File: config.mk
export PLATFORM = sky130hd
export DESIGN_NAME = i2c_addr_match
export DESIGN_NICKNAME = d
export VERILOG_FILES = /design/src/rtl/i2c_addr_match.sv
export SDC_FILE = /design/constraint.sdc
export NUM_CORES = 1
export LEC_CHECK = 0
export ABC_CLOCK_PERIOD_IN_PS = 4500
export BUFFER_PORTS_ARGS = -buffer_cell sky130_fd_sc_hd__buf_2
export CAP_MARGIN = 25
export CORE_MARGIN = 2
export CORE_UTILIZATION = 45
export DETAILED_ROUTE_END_ITERATION = 10
export MAX_ROUTING_LAYER = met4
export PLACE_DENSITY_LB_ADDON = 0.2
export SLEW_MARGIN = 15
export SYNTH_ARGS = -nofsm -noshare
export SYNTH_HDL_FRONTEND = slang
export SYNTH_SLANG_ARGS = --single-unit
File: constraint.sdc
create_clock -name clk -period 4.5 [get_ports clk]
set_input_delay 0.9 -clock clk [delete_from_list [all_inputs] [get_ports clk]]
set_output_delay 0.9 -clock clk [all_outputs]
set_load 0.01 [all_outputs]
File: src/rtl/i2c_addr_match.sv
module i2c_addr_match (
  input  logic       clk,
  input  logic       rst_n,
  input  logic       start_det,
  input  logic       stop_det,
  input  logic [7:0] addr_byte,
  input  logic       addr_vld,
  input  logic       slot1_en,
  input  logic       slot1_ten,
  input  logic [9:0] slot1_addr,
  input  logic       slot2_en,
  input  logic [6:0] slot2_addr,
  input  logic [2:0] slot2_mask,
  input  logic       lp_mode,
  input  logic       stretch_en,
  input  logic       clk_ready,
  input  logic       sys_awake,
  output logic       addr_done,
  output logic       addr_ack,
  output logic       hit,
  output logic       hit_slot2,
  output logic       clk_req,
  output logic       wake_irq,
  output logic       scl_hold
);
  localparam int AW = 7;
  localparam logic [4:0] TEN_HDR = 5'b11110;

  typedef enum logic [1:0] {PH_IDLE, PH_FIRST, PH_SECOND, PH_DONE} phase_t;
  phase_t ph;

  logic [AW-1:0] rx7, keep;
  logic lp_ok, s1_m7, s2_m7, hdr_ok, low_ok, open_ph;

  assign rx7     = addr_byte[7:1];
  assign keep    = {AW{1'b1}} << slot2_mask;
  assign lp_ok   = lp_mode && stretch_en;
  assign s1_m7   = slot1_en && !slot1_ten && (rx7 == slot1_addr[AW-1:0]);
  assign s2_m7   = slot2_en && (((rx7 ^ slot2_addr) & keep) == '0);
  assign hdr_ok  = slot1_en && slot1_ten && (addr_byte[7:3] == TEN_HDR)
                   && (addr_byte[2:1] == slot1_addr[9:8]) && !addr_byte[0];
  assign low_ok  = addr_byte == slot1_addr[7:0];
  assign open_ph = (ph == PH_FIRST) || (ph == PH_SECOND);
  assign scl_hold = (clk_req && !clk_ready && open_ph) || wake_irq;

  always_ff @(posedge clk or negedge rst_n) begin
    if (!rst_n) begin
      ph        <= PH_IDLE;
      addr_done <= 1'b0;
      addr_ack  <= 1'b0;
      hit       <= 1'b0;
      hit_slot2 <= 1'b0;
      clk_req   <= 1'b0;
      wake_irq  <= 1'b0;
    end else begin
      addr_done <= 1'b0;
      addr_ack  <= 1'b0;
      if (stop_det) begin
        ph        <= PH_IDLE;
        hit       <= 1'b0;
        hit_slot2 <= 1'b0;
        clk_req   <= 1'b0;
        wake_irq  <= 1'b0;
      end else if (start_det) begin
        ph        <= PH_FIRST;
        hit       <= 1'b0;
        hit_slot2 <= 1'b0;
        clk_req   <= lp_ok;
        wake_irq  <= 1'b0;
      end else begin
        if (sys_awake && wake_irq) begin
          wake_irq <= 1'b0;
          clk_req  <= 1'b0;
        end
        if (addr_vld && ph == PH_FIRST && !(s1_m7 || s2_m7) && hdr_ok) begin
          ph <= PH_SECOND;
        end else if (addr_vld && open_ph) begin
          ph        <= PH_DONE;
          addr_done <= 1'b1;
          if ((ph == PH_FIRST && (s1_m7 || s2_m7)) || (ph == PH_SECOND && low_ok)) begin
            addr_ack  <= 1'b1;
            hit       <= 1'b1;
            hit_slot2 <= (ph == PH_FIRST) && !s1_m7;
            wake_irq  <= clk_req;
          end else begin
            clk_req   <= 1'b0;
          end
        end
      end
    end
  end
endmodule


Word level (Yosys, flattened, before mapping)
Index checks and enable logic that the tools add are counted.
W data, S select, Z words.
{ "classes": {"n_addsub": 0, "multipliers": 0, "div": 0, "magnitude_cmp": 0, "eq_ne": 7, "shift": 1, "muxes": 35, "bitwise_logic": 2, "reduce_logical": 32} }
{ "op_table": {"columns": ["op", "n"], "rows": [
  ["$mux W1", 31],
  ["$logic_and A1 B1 Y1", 18],
  ["$eq A8 B8 Y1", 1],
  ["$mux W2", 4],
  ["$and A7 B7 Y7", 1],
  ["$eq A7 B7 Y1", 1],
  ["$logic_not A7 Y1", 1],
  ["$shl A7 B3 Y7 const A", 1],
  ["$xor A7 B7 Y7", 1],
  ["$reduce_bool A3 Y1", 2],
  ["$eq A5 B5 Y1 const B", 1],
  ["$logic_not A1 Y1", 5],
  ["$logic_or A1 B1 Y1", 4],
  ["$reduce_bool A4 Y1", 1],
  ["$ne A3 B3 Y1 const B", 1],
  ["$reduce_and A3 Y1", 1],
  ["$eq A2 B1 Y1 const B", 1],
  ["$eq A2 B2 Y1", 1],
  ["$eq A2 B2 Y1 const B", 1]
]} }
{ "totals": {"register_bits": 8, "latchBits": 0, "ram_bits": 0, "rom_bits": 0, "in_bits": 40, "out_inout_bits": 7, "wordCells": 84, "n_memories": 0} }

Logic depth before layout (Yosys ltp)
Gate-level depths: netlist of the first run.
{ "depth": {"word_depth": 12, "mapped_depth": 7, "ltp_nobuf": 7} }

Worst setup path before layout of the first run
No wires, ideal clock.
{ "synth_path": {"path_type": "input to register", "start": "input addr_byte[1]", "end": "register addr_ack", "setup_time_ns": 0.068, "arrival_time_ns": 2.067, "t_required_ns": 4.432, "setup_slack_ns": 2.365, "path_stages": 7, "path_buffers": 0, "cell_sequence": "xnor2_1 -> nor4_1 -> a2111oi_1 -> and2_1 -> or2_4 -> and3_4 -> nor2b_4"} }
{ "synth_between": {"elab_chain_cells": 12, "elab_cells_between_ends": 22, "cone_classes": "3 x eq/ne; 5 x mux; 2 x bitwise; 12 x reduce/logical"} }
{ "synth_rtl": {"columns": ["item", "line_no", "text"], "rows": [
  ["start, declared", "6", "input logic [7:0] addr_byte,"],
  ["$xor A7 B7 Y7", "39", "assign s2_m7 = slot2_en && (((rx7 ^ slot2_addr) & keep) == '0);"],
  ["$and A7 B7 Y7", "39", null],
  ["$logic_not A7 Y1", "39", null],
  ["$logic_and A1 B1 Y1", "39", null],
  ["$logic_or A1 B1 Y1", "75, 80", null],
  ["$logic_and A1 B1 Y1", "80", "if ((ph == PH_FIRST && (s1_m7 || s2_m7)) || (ph == PH_SECOND && low_ok)) begin"],
  ["$logic_or A1 B1 Y1", "80", null],
  ["$mux W1", "80", null],
  ["$mux W1", "77", "end else if (addr_vld && open_ph) begin"],
  ["$mux W1 *", "75", "if (addr_vld && ph == PH_FIRST && !(s1_m7 || s2_m7) && hdr_ok) begin"],
  ["$mux W1 *", "64", "end else if (start_det) begin"],
  ["$mux W1 *", "58", "if (stop_det) begin"],
  ["end signal, assigned", "50", "addr_ack <= 1'b0;"],
  ["end signal, assigned", "57", "addr_ack <= 1'b0;"],
  ["end signal, assigned", "81", "addr_ack <= 1'b1;"],
  ["end, declared", "19", "output logic addr_ack,"]
]} }
Every way passes the cells marked *; elsewhere a longest branch is shown, timed or not.
A chain may end at the register's enable or synchronous reset.

Worst setup path after layout of the first run
{ "layout_path": {"start": "register ph[0]", "end": "output scl_hold"} }
{ "layout_between": {"elab_chain_cells": 4, "elab_cells_between_ends": 5, "cone_classes": "2 x eq/ne; 3 x reduce/logical"} }
{ "layout_rtl": {"columns": ["item", "line_no", "text"], "rows": [
  ["start, declared", "30", "phase_t ph;"],
  ["start signal, assigned", "48", "ph <= PH_IDLE;"],
  ["start signal, assigned", "59", "ph <= PH_IDLE;"],
  ["start signal, assigned", "65", "ph <= PH_FIRST;"],
  ["$eq A2 B1 Y1 or $eq A2 B2 Y1 (tied branches)", "43", "assign open_ph = (ph == PH_FIRST) || (ph == PH_SECOND);"],
  ["$logic_or A1 B1 Y1 *", "43", null],
  ["$logic_and A1 B1 Y1 *", "44", "assign scl_hold = (clk_req && !clk_ready && open_ph) || wake_irq;"],
  ["$logic_or A1 B1 Y1 *", "44", null],
  ["end, declared", "24", "output logic scl_hold"]
]} }
Marked as above.

==> out/metrics.cfg, run 1 <==
[run_status]
status = finished clean

[synth]
muxShareOfSynthArea_pct = 1.28
synth_compound_area_share_pct = 14.4
ys_top_cells_by_area = dfrtp_1 26%, xnor2_1 13%, xor2_1 13%
synthSimpleGateAreaFrac_pct = 26.5
synth-seq-area-share_pct = 25.7
synth_top_family_by_area = XOR/XNOR gates
synth_top_cell_by_area = dfrtp_1
synth_cell_type_count = 33
synth_top_area_share_pct = 25.7
synthAdderAreaFrac_pct = 3.21
yosys_warnings = 0
syn_inst = 89
syn_area_per_cell_um2 = 8.76
synth-seq-cells = 8
synthesis.area_um2 = 779
synth_xor_area_share_pct = 27.0
synth_fp_nets = 131

[global_routing]
antenna_found_initial = 0
grt_max_degree = 9
grt_first_pass_wirelength_um = 3040
grt-ovfl-total = 0
grtUsageTotal_pct = 20.9
first_global_vias = 769

[clocking]
ctsResizeCount = 0
clock_sinks = 8
htreeDepth = 1
numCtsBuffers = 3
path_clk_slew_ns = 0.05
cts_buffer_depth = 2
cts-root-buf = clkbuf_4
cts_tree = built
clk_latency_ns = 0.26
post-cts-setup-buffers = 0
cts_hold_buf = 0

[floorplan]
fp-row-count = 15
initial_utilization_pct = 46.7
fp.dieH_um = 45.6
die_area_mm2 = 0.00208
die_x_um = 45.6
core-area_mm2 = 0.00167
io_pins = 47

[timing]
fin_crit_ns = 2.23
worstMarginPinSlew_ns = 0.434
final_max_slew_viol_count = 0
rsz0062_at_grt = no
finalClockSkew_ns = 0.000309
fin_crit_sh_pct = 49.5
slew_headroom_pct = 71.0
hold_viol_final = 0
setup_tns_ns = 0
setup_violations = 0
fmax_ghz = 0.449

[critical_path]
worst_path_max_delay_cell = dfrtp_1
critical_path_class = reg -> out
crit_path_max_incr_delay_ns = 0.38
required_ns = 3.60
path_delay_family = flip-flops
crit_chain = inv_1, ha_1, nor2_1, a21o_1, buf_2
critPathCaptureType = output port
crit_buf_inv = 2
start_kind = flop
regToRegSetupSlack_ns = 2.74
critical_path_depth = 5
arrival_ns = 1.33
reg2reg_depth = 7
cp_max_fo = 3

[route]
vias = 837
drt_wl_total_um = 1840
drt_first_iter_violations = 17
wl_per_cell_um = 11.9
ant_nets = 0
vias_per_cell = 5.40
first_pass_iters = 4
drc = 0

[layout]
antenna-diode-count = 0
seq_area_um2 = 200
final_cell_mix = 46 x buf_2, 12 x xor2_1, 12 x xnor2_1
layout_commonest_cell = buf_2
nets = 182
multi_input_area_um2 = 564
num-fill-cells = 160
areaGrowthSynthToFinish_pct = 35.2
finalNonFillerCells = 155
drive_gt1_share_pct = 38.4

[power]
switchingPower_uw = 60.1
internal-power_uw = 137
ir_drop_mv = 0.122
pwr-share-seq_pct = 37.9
power.leakage_uw = 0.000511
sw_frac_of_total_pct = 30.4
clkPwrFrac_pct = 28.3
combPwrFrac_pct = 33.8
powerDensity_mw_per_mm2 = 188

[place]
dp_hpwl_um = 1620
dp.cells = 152
portBuffers = 46
place.gp.congestion = 0.890

[worst_hold_path]
hp-class = in -> async

[job]
drv_cap = 0

## through the flow
step | hold slack (ns) | instance area, um^2 | worst slack (ns) | power, uW | utilization (%)
after floorplan | 0.530 | 779 | 2.37 | 110 | -
after global placement | 0.484 | 1030 | 2.01 | 142 | 61.7
after detailed placement | 0.486 | 1030 | 2.03 | 143 | 61.7
after CTS | 0.468 | 1050 | 2.25 | 202 | 63.1
after global routing | 0.461 | 1050 | 2.13 | 213 | 63.1
final | 0.470 | 1050 | 2.27 | 198 | 63.1
## cell type report
| type | instances | share of cell area [%] |
|---|---|---|
| sequential | 8 | 19.0 |
| inverter | 4 | 1.43 |
| timing repair buffer | 46 | 21.9 |
| clock buffer | 3 | 2.14 |
| tap | 17 | 2.02 |
| multi-input combinational | 77 | 53.6 |
## cells in the mapped netlist
library cell,instances
and4b_1,1
ha_1,2
a311oi_1,1
nor3_1,3
nor4_1,4
nand4_1,2
nand3b_1,2
o32ai_1,1
dfrtp_1,8
xnor2_1,12
nand2_1,5
nand2b_1,1
nor2b_4,1
and3_1,1
o21a_1,1
inv_1,4
mux2i_1,1
xor2_1,12
nand4b_1,1
o21ai_1,2
and2_1,1
nor4_2,1
or2_4,1
a31oi_1,2
a21o_1,2
o21ai_0,1
a21oi_1,4
a211oi_1,2
nand3_1,3
nor2_1,4
and3_4,1
a2111oi_1,1
nor2b_1,1
## logic make-up after synthesis
logic type,after synthesis
muxes,1
AOI/OAI and AO/OA,17
xor gates and xnor gates,24
and+or+nand+nor,33
buffers and inverters,4
adders and majority gates,2
DFF,8
## path summary, 6_finish.rpt
check / start / to
setup / recovery: ph[0]$_DFFE_PN0P_ / scl_hold
hold / removal: rst_n / hit$_DFFE_PN0P_
setup reg to reg: ph[1]$_DFFE_PN0P_ / addr_ack$_DFF_PN0_
hold reg to reg: hit$_DFFE_PN0P_ / hit$_DFFE_PN0P_
max in group asynchronous: rst_n / ph[1]$_DFFE_PN0P_
min in group clk: hit$_DFFE_PN0P_ / hit$_DFFE_PN0P_
## power groups by stage
stage / clock [uW] / combinational (uW) / sequential [uW]
4_1_cts: 59.7 / 67.4 / 74.9
6_report: 55.8 / 66.8 / 74.9
2_1_floorplan: 0 / 33.5 / 76.3
5_1_grt: 63.7 / 74.6 / 75.0
3_3_place_gp: 0 / 65.9 / 76.0
3_5_place_dp: 0 / 67.1 / 76.2
## per-layer routing
| metal | global-route usage (%) | vias up | part of all wire (%) |
|---|---|---|---|
| li1 | - | 424 | - |
| met1 | 25.7 | 382 | 45 |
| met2 | 32.1 | 29 | 48 |
| met3 | 7.94 | 2 | 6.8 |
| met4 | 4.71 | 0 | 0.60 |
| met5 | - | - | 0 |
## registers in the layout, summed over array words and instances (netlist names)
name / count
ph: 2
hit_slot2: 1
addr_ack: 1
hit: 1
wake_irq: 1
clk_req: 1
addr_done: 1
Power figures use the tool's default switching activity.
==> inputs of run 2 (changes only) <==
ABC_CLOCK_PERIOD_IN_PS = 2100   (was 4500)
CORE_ASPECT_RATIO = 0.7   (was not set)
CORE_UTILIZATION = 42   (was 45)
clock period = 2.1 ns   (was 4.5 ns; I/O delays follow)
==> out/metrics.cfg, run 2 (synthesized netlist as in run 1, its figures left out) <==
[floorplan]
io_pins = 47
fp-row-count = 12
fp.dieH_um = 40.0
core-area_mm2 = 0.00167
die_area_mm2 = 0.00222
initial_utilization_pct = 46.8
die_x_um = 55.5

[timing]
worstMarginPinSlew_ns = 0.418
slew_headroom_pct = 72.1
rsz0062_at_grt = no
fin_crit_sh_pct = 84.2
finalClockSkew_ns = 0.0109
fmax_ghz = 0.565
setup_violations = 0
fin_crit_ns = 1.77
hold_viol_final = 0
setup_tns_ns = 0
final_max_slew_viol_count = 0
fin_ws_ns = 0.331

[clocking]
htreeDepth = 1
path_clk_slew_ns = 0.06
cts-root-buf = clkbuf_4
numCtsBuffers = 3
cts_buffer_depth = 2
ctsResizeCount = 0
post-cts-setup-buffers = 0
clk_latency_ns = 0.26
clock_sinks = 8
cts_tree = built
cts_hold_buf = 1

[power]
combPwrFrac_pct = 34.9
sw_frac_of_total_pct = 30.5
internal-power_uw = 296
power.leakage_uw = 0.000519
switchingPower_uw = 130
clkPwrFrac_pct = 27.5
ir_drop_mv = 0.355
pwr-share-seq_pct = 37.6
powerDensity_mw_per_mm2 = 396

[critical_path]
critical_path_class = in -> reg
required_ns = 2.28
critPathCaptureType = flop
cp_max_fo = 4
start_kind = primary input
arrival_ns = 1.95

[route]
ant_nets = 0
vias_per_cell = 5.15
drt_first_iter_violations = 10
vias = 829
drt_wl_total_um = 2070
first_pass_iters = 4
drc = 0
wl_per_cell_um = 12.8

[run_status]
status = finished clean

[place]
post-place-ws_ns = 0.0964
place.gp.congestion = 0.885
dp_hpwl_um = 1800
portBuffers = 46

[global_routing]
first_global_vias = 854
grt_max_degree = 9
antenna_found_initial = 0
grt_first_pass_wirelength_um = 3580
grtUsageTotal_pct = 22.2
grt-ovfl-total = 0

[layout]
layout_commonest_cell = buf_2
max_flop_register = ph
largest_register_ffs = 2
nets = 184
areaGrowthSynthToFinish_pct = 38.0
drive_gt1_share_pct = 38.6
antenna-diode-count = 0
final_cell_mix = 46 x buf_2, 12 x xor2_1, 12 x xnor2_1

[job]
drv_cap = 0

[worst_hold_path]
hp-class = in -> reg

run 2: cell types whose count changed in the layout (fill, tap and decap cells not counted):
| cell | before | now |
|---|---|---|
| dlygate4sd3_1 | 0 | 1 |
| buf_4 | 0 | 1 |
run 2: worst paths after layout:
kind / from / endpoint / slack [ns] / depth (start not counted)
setup / recovery: addr_byte[4] / wake_irq$_DFF_PN0_ / 0.33 / 8
hold / removal: start_det / ph[1]$_DFFE_PN0P_ / 0.35 / 2
setup reg to reg: ph[0]$_DFFE_PN0P_ / hit_slot2$_DFFE_PN0P_ / 0.36 / 7
hold reg to reg: hit$_DFFE_PN0P_ / hit$_DFFE_PN0P_ / 0.49 / 1
max in group asynchronous: rst_n / hit$_DFFE_PN0P_ / 1.39 / 2
min in group asynchronous: rst_n / wake_irq$_DFF_PN0_ / 0.53 / 2
run 2: power by group through the flow:
stage / registers (uW) / logic [uW] / clock network [uW]
final: 161 / 149 / 117
after detailed placement: 163 / 147 / 0
after global routing: 161 / 165 / 131
after CTS: 161 / 150 / 119
after global placement: 163 / 142 / 0
after floorplan: 164 / 71.8 / 0
run 2: area by class of cell:
| type | instances | area [um^2] |
|---|---|---|
| Tap cell | 21 | 26.3 |
| Inverter | 4 | 15.0 |
| Timing Repair Buffer | 48 | 248 |
| Fill cell | 163 | 591 |
| Sequential cell | 8 | 200 |
| Clock buffer | 3 | 22.5 |
| Multi-Input combinational cell | 77 | 564 |
run 2: worst max-delay path, stage by stage:
cell,delay (ns)
buf_2,0.14
xor2_1,0.16
nor4_1,0.32
nand3_1,0.13
nor4_2,0.19
nand2_1,0.13
o21ai_1,0.24
mux2i_1,0.21
run 2: layer usage:
metal	vias to the layer above	track usage (%)	wire length, um
met5	-	-	0
li1	427	-	-
met2	22	38.1	969
met4	0	4.88	0
met3	0	5.81	105
met1	380	27.2	992
run 2: metrics by stage:
step | std cells | hold slack, ns | instance area, um^2 | power, uW | util, %
finish | 161 | 0.352 | 1080 | 427 | 64.6
floorplan | 89 | 0.124 | 779 | 235 | -
CTS | 161 | 0.351 | 1080 | 429 | 64.6
global placement | 157 | 0.271 | 1040 | 305 | 62.6
global route | 161 | 0.355 | 1080 | 457 | 64.6
detailed placement | 157 | 0.272 | 1040 | 310 | 62.6
==> inputs of run 3 (changes only) <==
ABC_CLOCK_PERIOD_IN_PS = 1840   (was 2100)
clock period = 1.84 ns   (was 2.1 ns; I/O delays follow)
==> out/metrics.cfg, run 3 (synthesized netlist as in run 1, its figures left out) <==
[run_status]
status = finished clean

[critical_path]
crit_chain = inv_1, ha_1, nor2_1, a21o_1, buf_2
worst_path_max_delay_cell = dfrtp_1
reg2reg_depth = 6
start_kind = flop
critPathCaptureType = output port
arrival_ns = 1.38
required_ns = 1.47
crit_path_max_incr_delay_ns = 0.37
cp_max_fo = 3
critical_path_class = reg -> out

[floorplan]
die_x_um = 55.5
core-area_mm2 = 0.00167
initial_utilization_pct = 46.8
io_pins = 47
fp-row-count = 12
die_area_mm2 = 0.00222
fp.dieH_um = 40.0

[route]
vias = 864
wl_per_cell_um = 13.2
drc = 0
first_pass_iters = 4
vias_per_cell = 5.14
drt_wl_total_um = 2220
ant_nets = 0
drt_first_iter_violations = 35

[layout]
largest_register_ffs = 2
nets = 191
final_cell_mix = 46 x buf_2, 12 x xor2_1, 12 x xnor2_1
finish.utilization_pct = 68.2
antenna-diode-count = 0
max_flop_register = ph
multi_input_area_um2 = 573
finalNonFillerCells = 168
areaGrowthSynthToFinish_pct = 45.9
drive_gt1_share_pct = 43.5
num-fill-cells = 147
seq_area_um2 = 200
layout_commonest_cell = buf_2

[global_routing]
grt_max_degree = 9
antenna_found_initial = 0
grtUsageTotal_pct = 22.6
grt_first_pass_wirelength_um = 3620
first_global_vias = 853
grt-ovfl-total = 0

[timing]
finalClockSkew_ns = 0.00868
fin_crit_sh_pct = 94.8
setup_violations = 0
rsz0062_at_grt = no
final_max_slew_viol_count = 0
worstMarginPinSlew_ns = 0.389
fmax_ghz = 0.573
fin_crit_ns = 1.74
hold_viol_final = 0
slew_headroom_pct = 74.0
fin_ws_ns = 0.0953

[power]
powerDensity_mw_per_mm2 = 447
ir_drop_mv = 0.378
p_total_uw = 508
power.leakage_uw = 0.000556

[clocking]
numCtsBuffers = 3
cts_tree = built
path_clk_slew_ns = 0.06
cts_buffer_depth = 2
clk_latency_ns = 0.26
cts-root-buf = clkbuf_4
htreeDepth = 1
post-cts-setup-buffers = 0
clock_sinks = 8

[place]
place.gp.congestion = 0.859
post-place-ws_ns = -0.135
portBuffers = 46
dp_hpwl_um = 1900
dp.cells = 164

[job]
drv_cap = 0

[worst_hold_path]
hp-class = in -> reg
holdPathStages = 2

==> run 3: what timing repair did <==
item	CTS	global route
hold buffers	1	0
hold endpoints to repair	8	0
endpoints found under the setup margin	0	4
gates resized for setup	0	3
==> run 3: report_power, final <==
part / internal, uW / switching, uW
sequential: 180 / 2.87
combinational: 91.8 / 89.5
clock: 75.2 / 68.4
total: 347 / 161
==> run 3: metal layers <==
layer  share of wire [%]  global-route usage [%]  vias up
met2                  45                    36.6       31
met3                 6.9                    7.10        2
li1                    -                       -      440
met1                  48                    28.5      391
met4                0.49                    4.88        0
met5                   0                       -        -
==> run 3: cell type report <==
| class | instances | share of cell area [%] |
|---|---|---|
| Tap cell | 21 | 2.31 |
| Sequential cell | 8 | 17.6 |
| Inverter | 4 | 1.32 |
| Multi-Input combinational cell | 77 | 50.4 |
| Clock buffer | 3 | 1.98 |
| Timing Repair Buffer | 55 | 26.4 |
==> run 3: worst paths after layout <==
| path | from | end | slack, ns |
|---|---|---|---|
| max in group asynchronous | rst_n | wake_irq$_DFF_PN0_ | 1.19 |
| hold reg to reg | hit$_DFFE_PN0P_ | hit$_DFFE_PN0P_ | 0.52 |
| min in group asynchronous | rst_n | addr_ack$_DFF_PN0_ | 0.48 |
| hold / removal | start_det | ph[1]$_DFFE_PN0P_ | 0.30 |
| setup reg to reg | ph[1]$_DFFE_PN0P_ | ph[1]$_DFFE_PN0P_ | 0.14 |
| setup / recovery | ph[0]$_DFFE_PN0P_ | scl_hold | 0.1 |
==> run 3: critical path, delay by kind of cell, from the launching register on <==
kind	cells	cell delay [ns]
buf+inv	2	0.18
simple gates	1	0.05
fa+ha+maj	1	0.33
flops	1	0.37
compound gates	1	0.17
==> run 3: stage by stage <==
| step | setup TNS, ns | hold slack (ns) | cell area (um^2) |
|---|---|---|---|
| global placement | -0.0917 | 0.219 | 1100 |
| finish | 0 | 0.303 | 1140 |
| detailed placement | -0.264 | 0.224 | 1100 |
| CTS | 0 | 0.294 | 1130 |
| floorplan | 0 | 0.0724 | 779 |
| global route | 0 | 0.295 | 1140 |
